===== src/rtl/scp_pkg.sv =====
package scp_pkg;
  localparam int ADDR_W = 8;
  localparam int WORD_W = 32;
  localparam int CNT_W  = 20;
  localparam int NPIN   = 7;
  localparam int PAD_W  = WORD_W - NPIN - CNT_W;

  localparam logic [ADDR_W-1:0] ADDR_WR1 = 8'b0001_0010;
  localparam logic [ADDR_W-1:0] ADDR_WR2 = 8'b1001_0010;
  localparam logic [ADDR_W-1:0] ADDR_RD  = 8'b0101_0010;

  // control word 2 field positions
  localparam int FSEL_LSB  = 0;
  localparam int ISEL_LSB  = 3;
  localparam int P6CTR_BIT = 5;
  localparam int P7CTR_BIT = 6;

  typedef enum logic [1:0] {MODE_NONE, MODE_WR1, MODE_WR2, MODE_RD} scp_mode_e;

  function automatic scp_mode_e decode_addr(input logic [ADDR_W-1:0] a);
    case (a)
      ADDR_WR1: return MODE_WR1;
      ADDR_WR2: return MODE_WR2;
      ADDR_RD:  return MODE_RD;
      default:  return MODE_NONE;
    endcase
  endfunction
endpackage


===== src/rtl/scp_sync.sv =====
module scp_sync #(
  parameter int W      = 1,
  parameter int STAGES = 2
) (
  input  logic         clk,
  input  logic         rst_n,
  input  logic [W-1:0] d_i,
  output logic [W-1:0] q_o
);
  logic [STAGES-1:0][W-1:0] stg_q;

  genvar s;
  generate
    for (s = 0; s < STAGES; s++) begin : g_stage
      always_ff @(posedge clk or negedge rst_n) begin
        if (!rst_n) stg_q[s] <= '0;
        else if (s == 0) stg_q[s] <= d_i;
        else stg_q[s] <= stg_q[(s == 0) ? 0 : s-1];
      end
    end
  endgenerate

  assign q_o = stg_q[STAGES-1];
endmodule


===== src/rtl/scp_rx.sv =====
module scp_rx import scp_pkg::*; (
  input  logic              clk,
  input  logic              rst_n,
  input  logic              ce_s,
  input  logic              ce_rise,
  input  logic              ce_fall,
  input  logic              sck_rise,
  input  logic              sdi_s,
  output scp_mode_e         mode_o,
  output logic [WORD_W-1:0] word_o,
  output logic              wr1_stb_o,
  output logic              wr2_stb_o,
  output logic              rd_start_o
);
  localparam int CB = $clog2(WORD_W + 2);
  localparam logic [CB-1:0] FULL = CB'(WORD_W);
  localparam logic [CB-1:0] OVER = CB'(WORD_W + 1);

  logic [ADDR_W-1:0] addr_q, addr_d;
  logic [WORD_W-1:0] data_q, data_d;
  logic [CB-1:0]     cnt_q, cnt_d;
  scp_mode_e         mode_q, mode_d;

  always_comb begin
    addr_d = addr_q;
    data_d = data_q;
    cnt_d  = cnt_q;
    mode_d = mode_q;
    if (ce_fall) begin
      addr_d = '0;
      cnt_d  = '0;
      mode_d = MODE_NONE;
    end else if (ce_rise) begin
      cnt_d  = '0;
      mode_d = decode_addr(addr_q);
    end else if (sck_rise) begin
      if (ce_s) begin
        data_d = {sdi_s, data_q[WORD_W-1:1]};
        cnt_d  = (cnt_q == OVER) ? cnt_q : cnt_q + 1'b1;
      end else begin
        addr_d = {addr_q[ADDR_W-2:0], sdi_s};
      end
    end
  end

  always_ff @(posedge clk or negedge rst_n) begin
    if (!rst_n) begin
      addr_q <= '0;
      data_q <= '0;
      cnt_q  <= '0;
      mode_q <= MODE_NONE;
    end else begin
      addr_q <= addr_d;
      data_q <= data_d;
      cnt_q  <= cnt_d;
      mode_q <= mode_d;
    end
  end

  assign mode_o     = mode_q;
  assign word_o     = data_q;
  assign wr1_stb_o  = ce_fall && (mode_q == MODE_WR1) && (cnt_q == FULL);
  assign wr2_stb_o  = ce_fall && (mode_q == MODE_WR2) && (cnt_q == FULL);
  assign rd_start_o = ce_rise && (addr_q == ADDR_RD);
endmodule


===== src/rtl/scp_tx.sv =====
module scp_tx import scp_pkg::*; (
  input  logic              clk,
  input  logic              rst_n,
  input  logic              load_i,
  input  logic              shift_i,
  input  logic [WORD_W-1:0] word_i,
  output logic              bit_o
);
  logic [WORD_W-1:0] sr_q, sr_d;

  always_comb begin
    sr_d = sr_q;
    if (load_i) sr_d = word_i;
    else if (shift_i) sr_d = {sr_q[WORD_W-2:0], 1'b0};
  end

  always_ff @(posedge clk or negedge rst_n) begin
    if (!rst_n) sr_q <= '0;
    else sr_q <= sr_d;
  end

  assign bit_o = sr_q[WORD_W-1];
endmodule


===== src/rtl/scp_flag.sv =====
module scp_flag (
  input  logic       clk,
  input  logic       rst_n,
  input  logic [2:0] fsel_i,
  input  logic [1:0] isel_i,
  input  logic       unlock_i,
  input  logic       done_i,
  input  logic       pin1_i,
  input  logic       pin2_i,
  input  logic       pin1_chg_i,
  input  logic       clr_i,
  output logic       flag_o
);
  logic chg_q, chg_d, in_state;

  always_comb begin
    chg_d = chg_q;
    if (pin1_chg_i) chg_d = 1'b1;   // set beats clear
    else if (clr_i) chg_d = 1'b0;
  end

  always_ff @(posedge clk or negedge rst_n) begin
    if (!rst_n) chg_q <= 1'b0;
    else chg_q <= chg_d;
  end

  always_comb begin
    case (isel_i)
      2'b00:   in_state = 1'b1;
      2'b01:   in_state = pin1_i;
      2'b10:   in_state = pin2_i;
      default: in_state = ~chg_q;
    endcase
    case (fsel_i)
      3'b000:         flag_o = ~unlock_i;
      3'b010, 3'b110: flag_o = ~done_i;
      3'b011, 3'b111: flag_o = in_state;
      default:        flag_o = 1'b1;
    endcase
  end
endmodule


===== src/rtl/serial_ctrl_port.sv =====
module serial_ctrl_port import scp_pkg::*; #(
  parameter int SYNC_STAGES = 2
) (
  input  logic              clk,
  input  logic              rst_n,
  input  logic              ce_i,
  input  logic              sck_i,
  input  logic              sdi_i,
  output logic              sdo_o,
  input  logic [NPIN-1:0]   in_pins_i,
  input  logic [CNT_W-1:0]  cnt_value_i,
  input  logic              unlock_i,
  input  logic              count_done_i,
  output logic [WORD_W-1:0] ctrl1_o,
  output logic [WORD_W-1:0] ctrl2_o
);
  localparam int SW = NPIN + 3;

  logic [1:0] rst_sync_q;
  logic       rst_int_n;

  always_ff @(posedge clk or negedge rst_n) begin
    if (!rst_n) rst_sync_q <= '0;
    else rst_sync_q <= {rst_sync_q[0], 1'b1};
  end
  assign rst_int_n = rst_sync_q[1];

  logic [SW-1:0]   sync_q;
  logic            ce_s, sck_s, sdi_s;
  logic [NPIN-1:0] in_s;

  scp_sync #(.W(SW), .STAGES(SYNC_STAGES)) u_sync (
    .clk(clk), .rst_n(rst_int_n),
    .d_i({in_pins_i, sdi_i, sck_i, ce_i}), .q_o(sync_q)
  );
  assign ce_s  = sync_q[0];
  assign sck_s = sync_q[1];
  assign sdi_s = sync_q[2];
  assign in_s  = sync_q[SW-1:3];

  logic ce_d, sck_d, p1_d;
  always_ff @(posedge clk or negedge rst_int_n) begin
    if (!rst_int_n) begin
      ce_d  <= 1'b0;
      sck_d <= 1'b0;
      p1_d  <= 1'b0;
    end else begin
      ce_d  <= ce_s;
      sck_d <= sck_s;
      p1_d  <= in_s[0];
    end
  end

  logic ce_rise, ce_fall, sck_rise, sck_fall, p1_chg;
  assign ce_rise  = ce_s & ~ce_d;
  assign ce_fall  = ~ce_s & ce_d;
  assign sck_rise = sck_s & ~sck_d;
  assign sck_fall = ~sck_s & sck_d;
  assign p1_chg   = in_s[0] ^ p1_d;

  scp_mode_e         mode;
  logic [WORD_W-1:0] rx_word;
  logic              wr1_stb, wr2_stb, rd_start;

  scp_rx u_rx (
    .clk(clk), .rst_n(rst_int_n), .ce_s(ce_s), .ce_rise(ce_rise),
    .ce_fall(ce_fall), .sck_rise(sck_rise), .sdi_s(sdi_s),
    .mode_o(mode), .word_o(rx_word), .wr1_stb_o(wr1_stb),
    .wr2_stb_o(wr2_stb), .rd_start_o(rd_start)
  );

  // status word: I1 first, then pad, then counter MSB first
  logic [NPIN-1:0]   in_eff;
  logic [WORD_W-1:0] status_word;
  always_comb begin
    in_eff = in_s;
    if (ctrl2_o[P6CTR_BIT]) in_eff[5] = 1'b0;
    if (ctrl2_o[P7CTR_BIT]) in_eff[6] = 1'b0;
  end

  genvar i;
  generate
    for (i = 0; i < NPIN; i++) begin : g_pin
      assign status_word[WORD_W-1-i] = in_eff[i];
    end
  endgenerate
  assign status_word[CNT_W+PAD_W-1:CNT_W] = '0;
  assign status_word[CNT_W-1:0]           = cnt_value_i;

  logic tx_bit;
  scp_tx u_tx (
    .clk(clk), .rst_n(rst_int_n), .load_i(rd_start),
    .shift_i(sck_fall && ce_s && (mode == MODE_RD)),
    .word_i(status_word), .bit_o(tx_bit)
  );

  logic flag;
  scp_flag u_flag (
    .clk(clk), .rst_n(rst_int_n),
    .fsel_i(ctrl2_o[FSEL_LSB +: 3]), .isel_i(ctrl2_o[ISEL_LSB +: 2]),
    .unlock_i(unlock_i), .done_i(count_done_i),
    .pin1_i(in_s[0]), .pin2_i(in_s[1]),
    .pin1_chg_i(p1_chg), .clr_i(ce_rise), .flag_o(flag)
  );

  logic [WORD_W-1:0] ctrl1_q, ctrl2_q;
  logic              sdo_q, sdo_d;

  always_comb begin
    if (ce_s) sdo_d = (mode == MODE_RD) ? tx_bit : 1'b1;
    else      sdo_d = flag;
  end

  always_ff @(posedge clk or negedge rst_int_n) begin
    if (!rst_int_n) begin
      ctrl1_q <= '0;
      ctrl2_q <= '0;
      sdo_q   <= 1'b1;
    end else begin
      if (wr1_stb) ctrl1_q <= rx_word;
      if (wr2_stb) ctrl2_q <= rx_word;
      sdo_q <= sdo_d;
    end
  end

  assign ctrl1_o = ctrl1_q;
  assign ctrl2_o = ctrl2_q;
  assign sdo_o   = sdo_q;
endmodule


===== config.mk =====
export PLATFORM = sky130hd
export DESIGN_NAME = serial_ctrl_port
export DESIGN_NICKNAME = d
export VERILOG_FILES = /design/src/rtl/scp_pkg.sv /design/src/rtl/scp_sync.sv /design/src/rtl/scp_rx.sv /design/src/rtl/scp_tx.sv /design/src/rtl/scp_flag.sv /design/src/rtl/serial_ctrl_port.sv
export SDC_FILE = /design/constraint.sdc
export NUM_CORES = 1
export LEC_CHECK = 0
export CORE_UTILIZATION = 45
export CTS_BUF_LIST = sky130_fd_sc_hd__clkbuf_2
export CTS_CLUSTER_SIZE = 40
export DETAILED_ROUTE_END_ITERATION = 7
export GPL_TIMING_DRIVEN = 0
export PLACE_DENSITY = 0.75
export SLEW_MARGIN = 20
export SYNTH_ARGS = -nofsm -noshare
export SYNTH_HDL_FRONTEND = slang
export SYNTH_HIERARCHICAL = 1
export SYNTH_SLANG_ARGS = --single-unit

===== constraint.sdc =====
create_clock -name clk -period 9.4 [get_ports clk]
set_input_delay 2.35 -clock clk [delete_from_list [all_inputs] [get_ports clk]]
set_output_delay 2.35 -clock clk [all_outputs]
set_load 0.02 [all_outputs]

==> out/results.md, run 1 <==
| Group | Quantity | Value |
|:---|:---|:---|
| cts | Root buffer cell | sky130_fd_sc_hd__clkbuf_2 |
| logic synthesis | Area share of the leading cell type in the synthesized netlist | 0.597 |
| logic synthesis | Synthesized-area fraction occupied by xor and xnor cells | 0.00246 |
| global route | Via count of the first global-routing pass | 4,222 |
| logic synthesis | Simple-gate portion of the synthesized area | 0.0569 |
| routing | # DRC | 0 |
| cts | Clk sink count | 171 |
| floorplan | Die footprint | 0.0163 sq mm |
| sta | Fin crit share | 0.451 |
| logic synthesis | Synthesized area per cell | 14.7 sq um |
| cts | H-Tree Level Count | 4 |
| power and ir drop | LEAKAGE | 3.77 nW |
| final layout | Final layout net count | 644 |
| floorplan | # rows | 45 |
| worst setup path | Delay contributed by the slowest stage of the critical path | 0.59 ns |
| worst setup path | Crit Path Category | reg -> out |
| worst setup path | Kind of cell adding the most delay to the critical path | flip-flops |
| final layout | Most frequent standard cell in the layout excluding fill and tap cells | sky130_fd_sc_hd__dfrtp_1 |
| worst setup path | Terminus of the critical flop-to-flop path | u_tx/sr_q[11]$_DFFE_PN0P_ |
| final layout | Antenna diode instance count | 0 |
| logic synthesis | Seq/Total Area, Yosys | 0.600 |
| routing | DRT antenna net count | 0 |
| logic synthesis | Biggest area consumer among synthesized cells | sky130_fd_sc_hd__dfrtp_1 |
| cts | Clock transition at path regs | 0.26 ns |
| worst setup path | Critical path startpoint category | flip-flop |
| logic synthesis | Biggest area contributors in the synthesized netlist | sky130_fd_sc_hd__dfrtp_1 (60%), sky130_fd_sc_hd__mux2_4 (13%), sky130_fd_sc_hd__mux2i_1 (5.8%), sky130_fd_sc_hd__mux2_2 (4.6%), sky130_fd_sc_hd__buf_12 (2.5%) |
| placement | Input/output buffers | 98 |
| worst setup path | Maximum fanout along the worst path | 1 |
| cts | CTS-repair resized insts | 0 |
| sta | Setup repair after global routing missed its margin | no |
| worst setup path | R2R setup slack | 7.18 ns |
| worst setup path | Worst r2r src | u_sync/q_o[0]$_DFF_PN0_ |
| final layout | Ratio of cells with drive above 1 in the final layout | 0.265 |
| global route | Global-route wire length before repair | 21.6 mm |
| worst setup path | Worst-path cell chain | clkdlybuf4s50_1 |
| cts | Source-to-sink clock delay at the later pin of the worst-skew pair | 0.73 ns |
| final layout | Final cell count without fillers | 831 |
| sta | Final number of max-transition violations | 0 |
| global route | Global route overflow | 0 |
| worst setup path | Required time at the worst-slack endpoint | 7.05 ns |
| job | Max_cap viols | 0 |
| run status | Result of the run | finished, final reports clean |
| logic synthesis | Count of flip-flops with a built-in enable after synthesis | 0 |
| worst hold path | Min-delay worst type | reg -> async |
| placement | DP Cell Count | 799 |
| floorplan | Top-level port count | 99 |
| cts | Clock tree from TritonCTS | yes |
| worst setup path | Worst reg-to-reg path cell count | 8 |
| routing | Wire length after detailed routing | 13.1 mm |
| floorplan | Horizontal die dimension | 128 microns |
| cts | # Post-CTS Setup Buffers | 0 |
| logic synthesis | Cells after Synth | 484 |
| worst setup path | Buf+Inv Stages, Crit Path | 1 |
| final layout | Top library cells by usage in the layout, fill and taps aside | sky130_fd_sc_hd__dfrtp_1 (169), sky130_fd_sc_hd__clkdlybuf4s50_1 (98), sky130_fd_sc_hd__mux2_4 (60) |
| placement | Weighted congestion at the end of routability-driven global placement | 0.737 |
| floorplan | Core Region | 0.0153 sq mm |
| logic synthesis | Dominant combinational cell family by area after synthesis | multiplexers |
| routing | Via count normalized by instance count | 4.89 |
| worst setup path | Data arrival at the endpoint of the critical path | 1.89 ns |
| logic synthesis | Fraction of synthesized area in multiplexers | 0.241 |
| logic synthesis | Number of distinct library cells after synthesis | 46 |
| floorplan | Starting utilization of the core area | 0.465 |
| logic synthesis | Share of the synthesized area in compound gates (AO/OA/AOI/OAI) | 0.0383 |
| sta | Hold violation total from the final report | 0 |
| logic synthesis | Most instantiated flip-flop cell in the synthesis netlist | sky130_fd_sc_hd__dfrtp_1 |
| worst setup path | Crit path capture type | primary output |
| logic synthesis | Synth warn | 6 |
| power and ir drop | Pwr dens | 138 mW/mm^2 |
| floorplan | Vert. Die Dim | 128 microns |
| logic synthesis | Async S/R FF share, synth | 1.00 |
| global route | Maximum number of pins on one net before global-route repair | 60 |
| power and ir drop | Maximum vdd drop | 0.0818 mV |
| global route | Global-route usage over all layers | 0.171 |
| sta | Setup tns final | 0 ns |
| routing | Total number of vias | 4,061 |
| final layout | Layout area overhead | 21.7% |
| sta | Final setup violation count | 0 |
| cts | CTS buffer count | 17 |
| placement | DPL Wire Length | 8.89 mm |
| routing | First-pass detailed-route iteration total | 7 |
| worst setup path | Master of the slowest instance on the critical path | sky130_fd_sc_hd__dfstp_2 |
| logic synthesis | Share of synthesized cell area in full adder, half adder and majority cells | 0.00527 |
| worst setup path | Critical path depth | 1 |
| logic synthesis | Area of the mapped netlist | 0.00713 sq mm |
| global route | Initial antenna violation count | 0 |
| routing | Detailed Route Iter0 Violations | 179 |
| cts | Maximum count of clock buffers along a single path | 2 |
| logic synthesis | Synthesized flop and latch total | 171 |
| sta | Worst relative slew slack | 0.536 |
| sta | Slew @ Worst Pin | 0.696 ns |
| sta | Shortest period the worst path allows | 4.24 ns |
| sta | Final setup skew | 0.0329 ns |
| routing | Wire length per cell | 15.7 microns |
| sta | Peak Freq | 0.236 GHz |
| cts | Count of hold buffers inserted by post-cts repair | 0 |
registers in the layout, summed over array words and instances, names as in the netlist:
signal	flops
p1_d	1
u_rx/addr_q	8
ce_d	1
rst_sync_q	2
ctrl1_o	32
u_rx/mode_o	2
ctrl2_o	32
u_sync/stg_q	10
u_rx/word_o	32
sck_d	1
u_sync/q_o	10
u_tx/sr_q	32
u_flag/chg_q	1
u_rx/cnt_q	6
sdo_o	1
kinds of logic after synthesis:
family / after synthesis
DFF: 171
AOI/OAI and AO/OA: 48
xor gates and xnor gates: 2
adders and majority gates: 3
other: 2
and+or+nand+nor: 81
muxes: 137
buffers and inverters: 40
area by class of cell:
| type | instances | area, sq um |
|---|---|---|
| fillers | 1249 | 6640 |
| flip-flops and latches | 171 | 4280 |
| multi-input cells | 277 | 2470 |
| repair buffers | 100 | 1040 |
| plain buffers | 34 | 368 |
| well taps | 211 | 264 |
| clock inverters | 14 | 135 |
| clock buffers | 18 | 90.1 |
| inverters | 6 | 22.5 |
per-layer routing:
metal	global-route usage	wire, microns	vias up
li1	-	-	1908
met5	0	0	-
met3	0.0588	793	14
met4	0.0519	151	0
met2	0.268	6120	94
met1	0.225	5990	2045
worst max-delay path by stage:
stage                                  from                         to  slack (ns)
floorplan           rst_sync_q[1]$_DFF_PN0_             ce_d$_DFF_PN0_        4.28
global placement    rst_sync_q[1]$_DFF_PN0_  u_sync/stg_q[0]$_DFF_PN0_        2.76
detailed placement             count_done_i            sdo_o$_DFF_PN1_        5.90
CTS                         sdo_o$_DFF_PN1_                      sdo_o        5.07
global route                sdo_o$_DFF_PN1_                      sdo_o        5.00
finish                      sdo_o$_DFF_PN1_                      sdo_o        5.16
synth_stat cells (2+ instances only):
master / n
sky130_fd_sc_hd__dfrtp_1: 170
sky130_fd_sc_hd__mux2_4: 60
sky130_fd_sc_hd__mux2i_1: 41
sky130_fd_sc_hd__nand2_1: 41
sky130_fd_sc_hd__mux2_2: 29
sky130_fd_sc_hd__o21ai_1: 28
sky130_fd_sc_hd__nor2_1: 14
sky130_fd_sc_hd__buf_4: 11
sky130_fd_sc_hd__buf_12: 9
sky130_fd_sc_hd__mux2_1: 7
sky130_fd_sc_hd__a21oi_1: 6
sky130_fd_sc_hd__buf_2: 6
sky130_fd_sc_hd__buf_6: 6
sky130_fd_sc_hd__inv_1: 6
sky130_fd_sc_hd__nor2b_1: 5
sky130_fd_sc_hd__o21ai_0: 4
sky130_fd_sc_hd__ha_1: 3
sky130_fd_sc_hd__nand3_1: 3
sky130_fd_sc_hd__nor3b_1: 3
sky130_fd_sc_hd__clkbuf_1: 2
sky130_fd_sc_hd__conb_1: 2
sky130_fd_sc_hd__nand2b_1: 2
sky130_fd_sc_hd__o21ai_2: 2
sky130_fd_sc_hd__xor2_1: 2
power breakdown:
part | leakage, nW | switching [mW] | internal, mW
logic | 1.45 | 0.0245 | 0.0303
registers | 2.18 | 0.0177 | 0.754
clock network | 0.143 | 0.267 | 0.105
per-stage QoR:
stage	hold slack [ns]	total power [mW]	setup WS (ns)	cell area (sq um)	util
global route	0.378	1.26	5.00	8670	0.566
CTS	0.379	1.22	5.07	8670	0.566
finish	0.365	1.20	5.16	8670	0.566
global placement	0.336	0.835	2.76	8390	0.548
detailed placement	0.337	0.841	5.90	8450	0.552
floorplan	0.331	0.811	4.28	7140	-
Power figures use the tool's default switching activity.
==> inputs of run 2 (changes only) <==
Settings changed: PLACE_DENSITY 0.75 to 0.77.
Clock period 9.4 ns to 3.4 ns, I/O delays scaled along.
==> run 2 against run 1 <==
Final cell count up 0.12%. Sequential power rose to 2.8 times the previous value. Power increased to 2.7 times the previous value. Die area unchanged. Critical path type unchanged. Highest routed layer unchanged.
==> out/results.md, run 2 (synthesized netlist as in run 1, its figures left out) <==
| Group | Quantity | Value |
|:---|:---|:---|
| final layout | Ratio of cells with drive above 1 in the final layout | 0.266 |
| final layout | Most frequent standard cell in the layout excluding fill and tap cells | sky130_fd_sc_hd__dfrtp_1 |
| placement | DP Cell Count | 800 |
| cts | H-Tree Level Count | 4 |
| cts | CTS-repair resized insts | 0 |
| worst hold path | Min-delay worst type | reg -> async |
| power and ir drop | Net Sw Frac | 0.245 |
| final layout | Layout area overhead | 21.7% |
| global route | Via count of the first global-routing pass | 4,486 |
| routing | First-pass detailed-route iteration total | 4 |
| power and ir drop | Maximum vdd drop | 0.253 mV |
| cts | Source-to-sink clock delay at the later pin of the worst-skew pair | 0.74 ns |
| cts | Maximum count of clock buffers along a single path | 2 |
| final layout | Top library cells by usage in the layout, fill and taps aside | sky130_fd_sc_hd__dfrtp_1 (169), sky130_fd_sc_hd__clkdlybuf4s50_1 (98), sky130_fd_sc_hd__mux2_4 (60) |
| floorplan | Horizontal die dimension | 128 microns |
| power and ir drop | Internal power of the cells | 2.44 mW |
| routing | Highest metal layer used by the detailed router | met4 |
| routing | # DRC | 0 |
| floorplan | # rows | 45 |
| global route | Initial antenna violation count | 0 |
| cts | Clk sink count | 171 |
| worst setup path | Worst reg-to-reg path cell count | 6 |
| power and ir drop | Fraction of power consumed by sequential logic | 0.657 |
| routing | Via count normalized by instance count | 4.90 |
| worst setup path | Critical path startpoint category | flip-flop |
| floorplan | Starting utilization of the core area | 0.465 |
| worst setup path | Worst-path cell chain | clkdlybuf4s50_1 |
| routing | Wire length per cell | 15.8 microns |
| worst setup path | Maximum fanout along the worst path | 1 |
| final layout | Antenna diode instance count | 0 |
| cts | CTS buffer count | 17 |
| worst setup path | Kind of cell adding the most delay to the critical path | buffers and inverters |
| floorplan | Top-level port count | 99 |
| power and ir drop | Share of power burned in combinational logic | 0.051 |
| sta | Shortest period the worst path allows | 2.74 ns |
| power and ir drop | Pwr dens | 373 mW/mm^2 |
| routing | Detailed Route Iter0 Violations | 179 |
| cts | Clock transition at path regs | 0.23 ns |
| placement | Input/output buffers | 98 |
| cts | Root buffer cell | sky130_fd_sc_hd__clkbuf_2 |
| final layout | Final cell count without fillers | 832 |
| power and ir drop | Net switching power | 0.793 mW |
| power and ir drop | LEAKAGE | 3.77 nW |
| run status | Result of the run | finished, final reports clean |
| sta | Final setup violation count | 0 |
| placement | Weighted congestion at the end of routability-driven global placement | 0.731 |
| worst setup path | Terminus of the critical flop-to-flop path | ctrl2_o[29]$_DFFE_PN0P_ |
| placement | DPL Wire Length | 9.02 mm |
| floorplan | Vert. Die Dim | 128 microns |
| worst setup path | Buf+Inv Stages, Crit Path | 1 |
| worst setup path | Data arrival at the endpoint of the critical path | 1.89 ns |
| global route | Global-route usage over all layers | 0.178 |
| floorplan | Die footprint | 0.0163 sq mm |
| cts | # Post-CTS Setup Buffers | 0 |
| routing | Met2 routed wirelength | 6.37 mm |
| worst setup path | Required time at the worst-slack endpoint | 2.55 ns |
| worst setup path | Master of the slowest instance on the critical path | sky130_fd_sc_hd__clkdlybuf4s50_1 |
| routing | Wire length after detailed routing | 13.1 mm |
| sta | Fin crit share | 0.807 |
| worst setup path | Worst r2r src | u_rx/cnt_q[2]$_DFFE_PN0P_ |
| routing | DR WL met3 | 812 microns |
| sta | Final setup margin | 0.656 ns |
| sta | Hold violation total from the final report | 0 |
| routing | DRT antenna net count | 0 |
| worst setup path | Delay contributed by the slowest stage of the critical path | 0.61 ns |
| power and ir drop | Clock network power share | 0.293 |
| global route | Global-route wire length before repair | 22.4 mm |
| placement | Place WS | 1.25 ns |
| sta | Setup repair after global routing missed its margin | no |
| cts | Clock tree from TritonCTS | yes |
| worst setup path | R2R setup slack | 1.23 ns |
| worst setup path | Crit Path Category | reg -> out |
| sta | Final number of max-transition violations | 0 |
| final layout | Final layout net count | 645 |
| global route | Global route overflow | 0 |
| routing | Length of routed wiring on met1 | 5.82 mm |
| routing | Total number of vias | 4,074 |
| floorplan | Core Region | 0.0153 sq mm |
| cts | Count of hold buffers inserted by post-cts repair | 0 |
| sta | Final setup skew | 0.0457 ns |
| sta | Peak Freq | 0.364 GHz |
| power and ir drop | Total power after layout | 3.24 mW |
| global route | Maximum number of pins on one net before global-route repair | 54 |
| job | Max_cap viols | 0 |
| worst setup path | Crit path capture type | primary output |
run 2: changes by cell type in the layout (fill, tap and decap cells not counted):
| cell | change |
|---|---|
| sky130_fd_sc_hd__buf_16 | +1 |
| sky130_fd_sc_hd__clkinv_2 | +1 |
| sky130_fd_sc_hd__inv_6 | -5 |
| sky130_fd_sc_hd__clkbuf_2 | +3 |
| sky130_fd_sc_hd__clkinvlp_4 | +2 |
| sky130_fd_sc_hd__inv_8 | -2 |
| sky130_fd_sc_hd__clkinv_4 | +1 |
run 2: through the flow:
| stage | util | cell area [sq um] | hold slack, ns | TNS (ns) |
|---|---|---|---|---|
| finish | 0.567 | 8680 | 0.236 | 0 |
| global route | 0.567 | 8680 | 0.135 | 0 |
| CTS | 0.567 | 8680 | 0.134 | 0 |
| detailed placement | 0.553 | 8470 | 0.235 | 0 |
| global placement | 0.548 | 8390 | 0.337 | -40.61 |
| floorplan | - | 7140 | 0.331 | 0 |
run 2: power by group through the flow:
stage	sequential [mW]	combinational [mW]	clock (mW)
global placement	2.19	0.116	0
floorplan	2.17	0.0667	0
global route	2.14	0.182	1.08
CTS	2.13	0.168	0.996
finish	2.13	0.164	0.948
detailed placement	2.16	0.167	0
run 2: area by class of cell:
type	instances	area (sq um)
plain buffers	34	368
clock buffers	21	105
clock inverters	11	97.6
fillers	1283	6640
inverters	6	22.5
multi-input cells	277	2470
flip-flops and latches	171	4280
well taps	211	264
repair buffers	101	1060
run 2: worst max-delay path by stage:
stage                            start                   endpoint  slack, ns  cells past startpoint
5_1_grt                sdo_o$_DFF_PN1_                      sdo_o       0.54                      1
4_1_cts                sdo_o$_DFF_PN1_                      sdo_o       0.56                      1
2_1_floorplan  rst_sync_q[1]$_DFF_PN0_             ce_d$_DFF_PN0_       0.57                      0
3_3_place_gp   rst_sync_q[1]$_DFF_PN0_   u_tx/sr_q[7]$_DFFE_PN0P_      -0.25                      0
3_5_place_dp   u_sync/q_o[0]$_DFF_PN0_  u_tx/sr_q[19]$_DFFE_PN0P_       1.25                      8
6_report               sdo_o$_DFF_PN1_                      sdo_o       0.66                      1
run 2: per-layer routing:
metal / GRT usage / vias to the layer above
li1: - / 1900
met1: 0.222 / 2069
met2: 0.288 / 92
met3: 0.0593 / 13
met4: 0.0664 / 0
met5: 0 / -
==> inputs of run 3 (changes only) <==
Settings changed: PLACE_DENSITY 0.77 to 0.75.
Clock period 3.4 ns to 2.6 ns, I/O delays scaled along.
==> run 3 against run 2 <==
Register-to-register slack got worse by 0.85 ns. Sequential share of layout area fell by 0.46 points. Count of clock-buffer cells in the layout fell by 4. Die area did not move. Power rose by 35%. Largest cell class unchanged. Highest routed layer unchanged.
==> out/results.md, run 3 (synthesized netlist as in run 1, its figures left out) <==
| Group | Quantity | Value |
|:---|:---|:---|
| global route | Global-route usage over all layers | 0.174 |
| floorplan | Horizontal die dimension | 128 microns |
| cts | # Post-CTS Setup Buffers | 0 |
| cts | Clock tree from TritonCTS | yes |
| worst setup path | Worst reg-to-reg path cell count | 8 |
| final layout | Ratio of cells with drive above 1 in the final layout | 0.270 |
| power and ir drop | LEAKAGE | 4.02 nW |
| worst setup path | Kind of cell adding the most delay to the critical path | buffers and inverters |
| power and ir drop | Share of power burned in combinational logic | 0.049 |
| final layout | Area of the multi-input gates | 0.00247 sq mm |
| cts | H-Tree Level Count | 4 |
| routing | First-pass detailed-route iteration total | 4 |
| placement | Input/output buffers | 98 |
| sta | Final number of max-transition violations | 0 |
| placement | Weighted congestion at the end of routability-driven global placement | 0.747 |
| routing | Detailed Route Iter0 Violations | 171 |
| global route | Maximum number of pins on one net before global-route repair | 57 |
| cts | Clock transition at path regs | 0.29 ns |
| final layout | Register area | 0.00429 sq mm |
| job | Max_cap viols | 0 |
| global route | Global route overflow | 0 |
| worst setup path | Terminus of the critical flop-to-flop path | u_tx/sr_q[15]$_DFFE_PN0P_ |
| sta | Hold violation total from the final report | 0 |
| worst setup path | Delay contributed by the slowest stage of the critical path | 0.64 ns |
| power and ir drop | Total power after layout | 4.38 mW |
| sta | Final setup violation count | 0 |
| worst setup path | Maximum fanout along the worst path | 2 |
| final layout | Top library cells by usage in the layout, fill and taps aside | sky130_fd_sc_hd__dfrtp_1 (168), sky130_fd_sc_hd__clkdlybuf4s50_1 (83), sky130_fd_sc_hd__mux2_4 (60) |
| power and ir drop | Net Sw Frac | 0.277 |
| sta | Shortest period the worst path allows | 2.46 ns |
| routing | Via count normalized by instance count | 4.91 |
| power and ir drop | Maximum vdd drop | 0.379 mV |
| cts | Root buffer cell | sky130_fd_sc_hd__clkbuf_2 |
| global route | Initial antenna violation count | 0 |
| floorplan | Starting utilization of the core area | 0.465 |
| worst setup path | Required time at the worst-slack endpoint | 1.95 ns |
| worst setup path | Worst-path cell chain | clkdlybuf4s50_1 |
| cts | Maximum count of clock buffers along a single path | 2 |
| routing | # DRC | 0 |
| power and ir drop | Net switching power | 1.21 mW |
| worst setup path | Master of the slowest instance on the critical path | sky130_fd_sc_hd__clkdlybuf4s50_1 |
| final layout | Layout area overhead | 22.9% |
| run status | Result of the run | finished, final reports clean |
| floorplan | Core Region | 0.0153 sq mm |
| final layout | Final layout net count | 646 |
| floorplan | Vert. Die Dim | 128 microns |
| cts | CTS buffer count | 17 |
| routing | Wire length per cell | 15.7 microns |
| global route | Global-route wire length before repair | 22.1 mm |
| power and ir drop | Pwr dens | 500 mW/mm^2 |
| worst setup path | Crit Path Category | reg -> out |
| sta | Setup tns final | 0 ns |
| routing | Total number of vias | 4,086 |
| floorplan | # rows | 45 |
| worst setup path | Critical path startpoint category | flip-flop |
| routing | DRT antenna net count | 0 |
| sta | Setup repair after global routing missed its margin | no |
| power and ir drop | Clock network power share | 0.316 |
| sta | Final setup skew | 0.0428 ns |
| worst setup path | R2R setup slack | 0.38 ns |
| cts | Clk sink count | 171 |
| sta | Peak Freq | 0.407 GHz |
| final layout | Fill count | 1,248 |
| worst setup path | Data arrival at the endpoint of the critical path | 1.81 ns |
| worst setup path | Buf+Inv Stages, Crit Path | 1 |
| final layout | Antenna diode instance count | 0 |
| global route | Via count of the first global-routing pass | 4,315 |
| power and ir drop | Internal power of the cells | 3.17 mW |
| floorplan | Die footprint | 0.0163 sq mm |
| floorplan | Top-level port count | 99 |
| worst setup path | Worst r2r src | u_sync/q_o[0]$_DFF_PN0_ |
| worst setup path | Crit path capture type | primary output |
| worst hold path | Min-delay worst type | reg -> async |
| placement | DPL Wire Length | 9.03 mm |
| power and ir drop | Fraction of power consumed by sequential logic | 0.636 |
| routing | Wire length after detailed routing | 13.0 mm |
| final layout | Most frequent standard cell in the layout excluding fill and tap cells | sky130_fd_sc_hd__dfrtp_1 |
| cts | Source-to-sink clock delay at the later pin of the worst-skew pair | 0.73 ns |
| sta | Fin crit share | 0.946 |
| worst setup path | CP Launch Point | ctrl1_o[2]$_DFFE_PN0P_ |
==> run 3: changes by cell type in the layout (fill, tap and decap cells not counted), sizes merged <==
cell,change
bufinv,-1
clkbuf,-4
clkdlybuf4s50,-15
clkinv,-1
clkinvlp,-2
dlygate4sd2,+4
dlygate4sd3,+1
dlymetal6s2s,+11
inv,+8
==> run 3: power groups by stage <==
stage	sequential, mW	combinational [mW]	clock [mW]
2_1_floorplan	2.84	0.0872	0
5_1_grt	2.80	0.236	1.57
3_3_place_gp	2.87	0.151	0
4_1_cts	2.79	0.218	1.46
3_5_place_dp	2.83	0.215	0
6_report	2.79	0.213	1.38
==> run 3: metrics by stage <==
stage	hold slack, ns	utilization	area (sq um)	setup WS [ns]	instances
after global routing	0.196	0.572	8760	0.000295	833
after floorplan	0.331	-	7150	0.753	488
after global placement	0.336	0.548	8390	0.336	797
after CTS	0.222	0.570	8730	0.00331	833
final	0.230	0.572	8760	0.140	833
after detailed placement	0.237	0.553	8470	0.422	800
==> run 3: per-layer routing <==
metal	up-vias	global-route usage	wire length [microns]
met5	-	0	0
met4	0	0.0457	90
met3	8	0.0672	875
met2	90	0.274	6180
met1	2073	0.226	5890
li1	1915	-	-
==> run 3: layout make-up <==
| cell class | count | area share |
|---|---|---|
| Sequential cell | 171 | 0.489 |
| Multi-Input combinational cell | 277 | 0.282 |
| Timing Repair Buffer | 102 | 0.125 |
| Buffer | 34 | 0.0420 |
| Tap cell | 211 | 0.0301 |
| Clock inverter | 15 | 0.0191 |
| Clock buffer | 17 | 0.00971 |
| Inverter | 6 | 0.00257 |
==> run 3: worst max-delay path by stage <==
stage | end | cells past startpoint
floorplan | ctrl2_o[0]$_DFFE_PN0P_ | 6
global placement | u_sync/stg_q[0]$_DFF_PN0_ | 0
detailed placement | u_tx/sr_q[13]$_DFFE_PN0P_ | 8
CTS | ctrl2_o[0] | 1
global route | ctrl1_o[10] | 1
finish | ctrl1_o[2] | 1
==> run 3: timing repair <==
item,CTS,global route
hold buffers,1,0
pin swaps,0,0
setup endpoints to repair,5,11
endpoints found under the hold margin,2,0
gates resized for setup,5,11
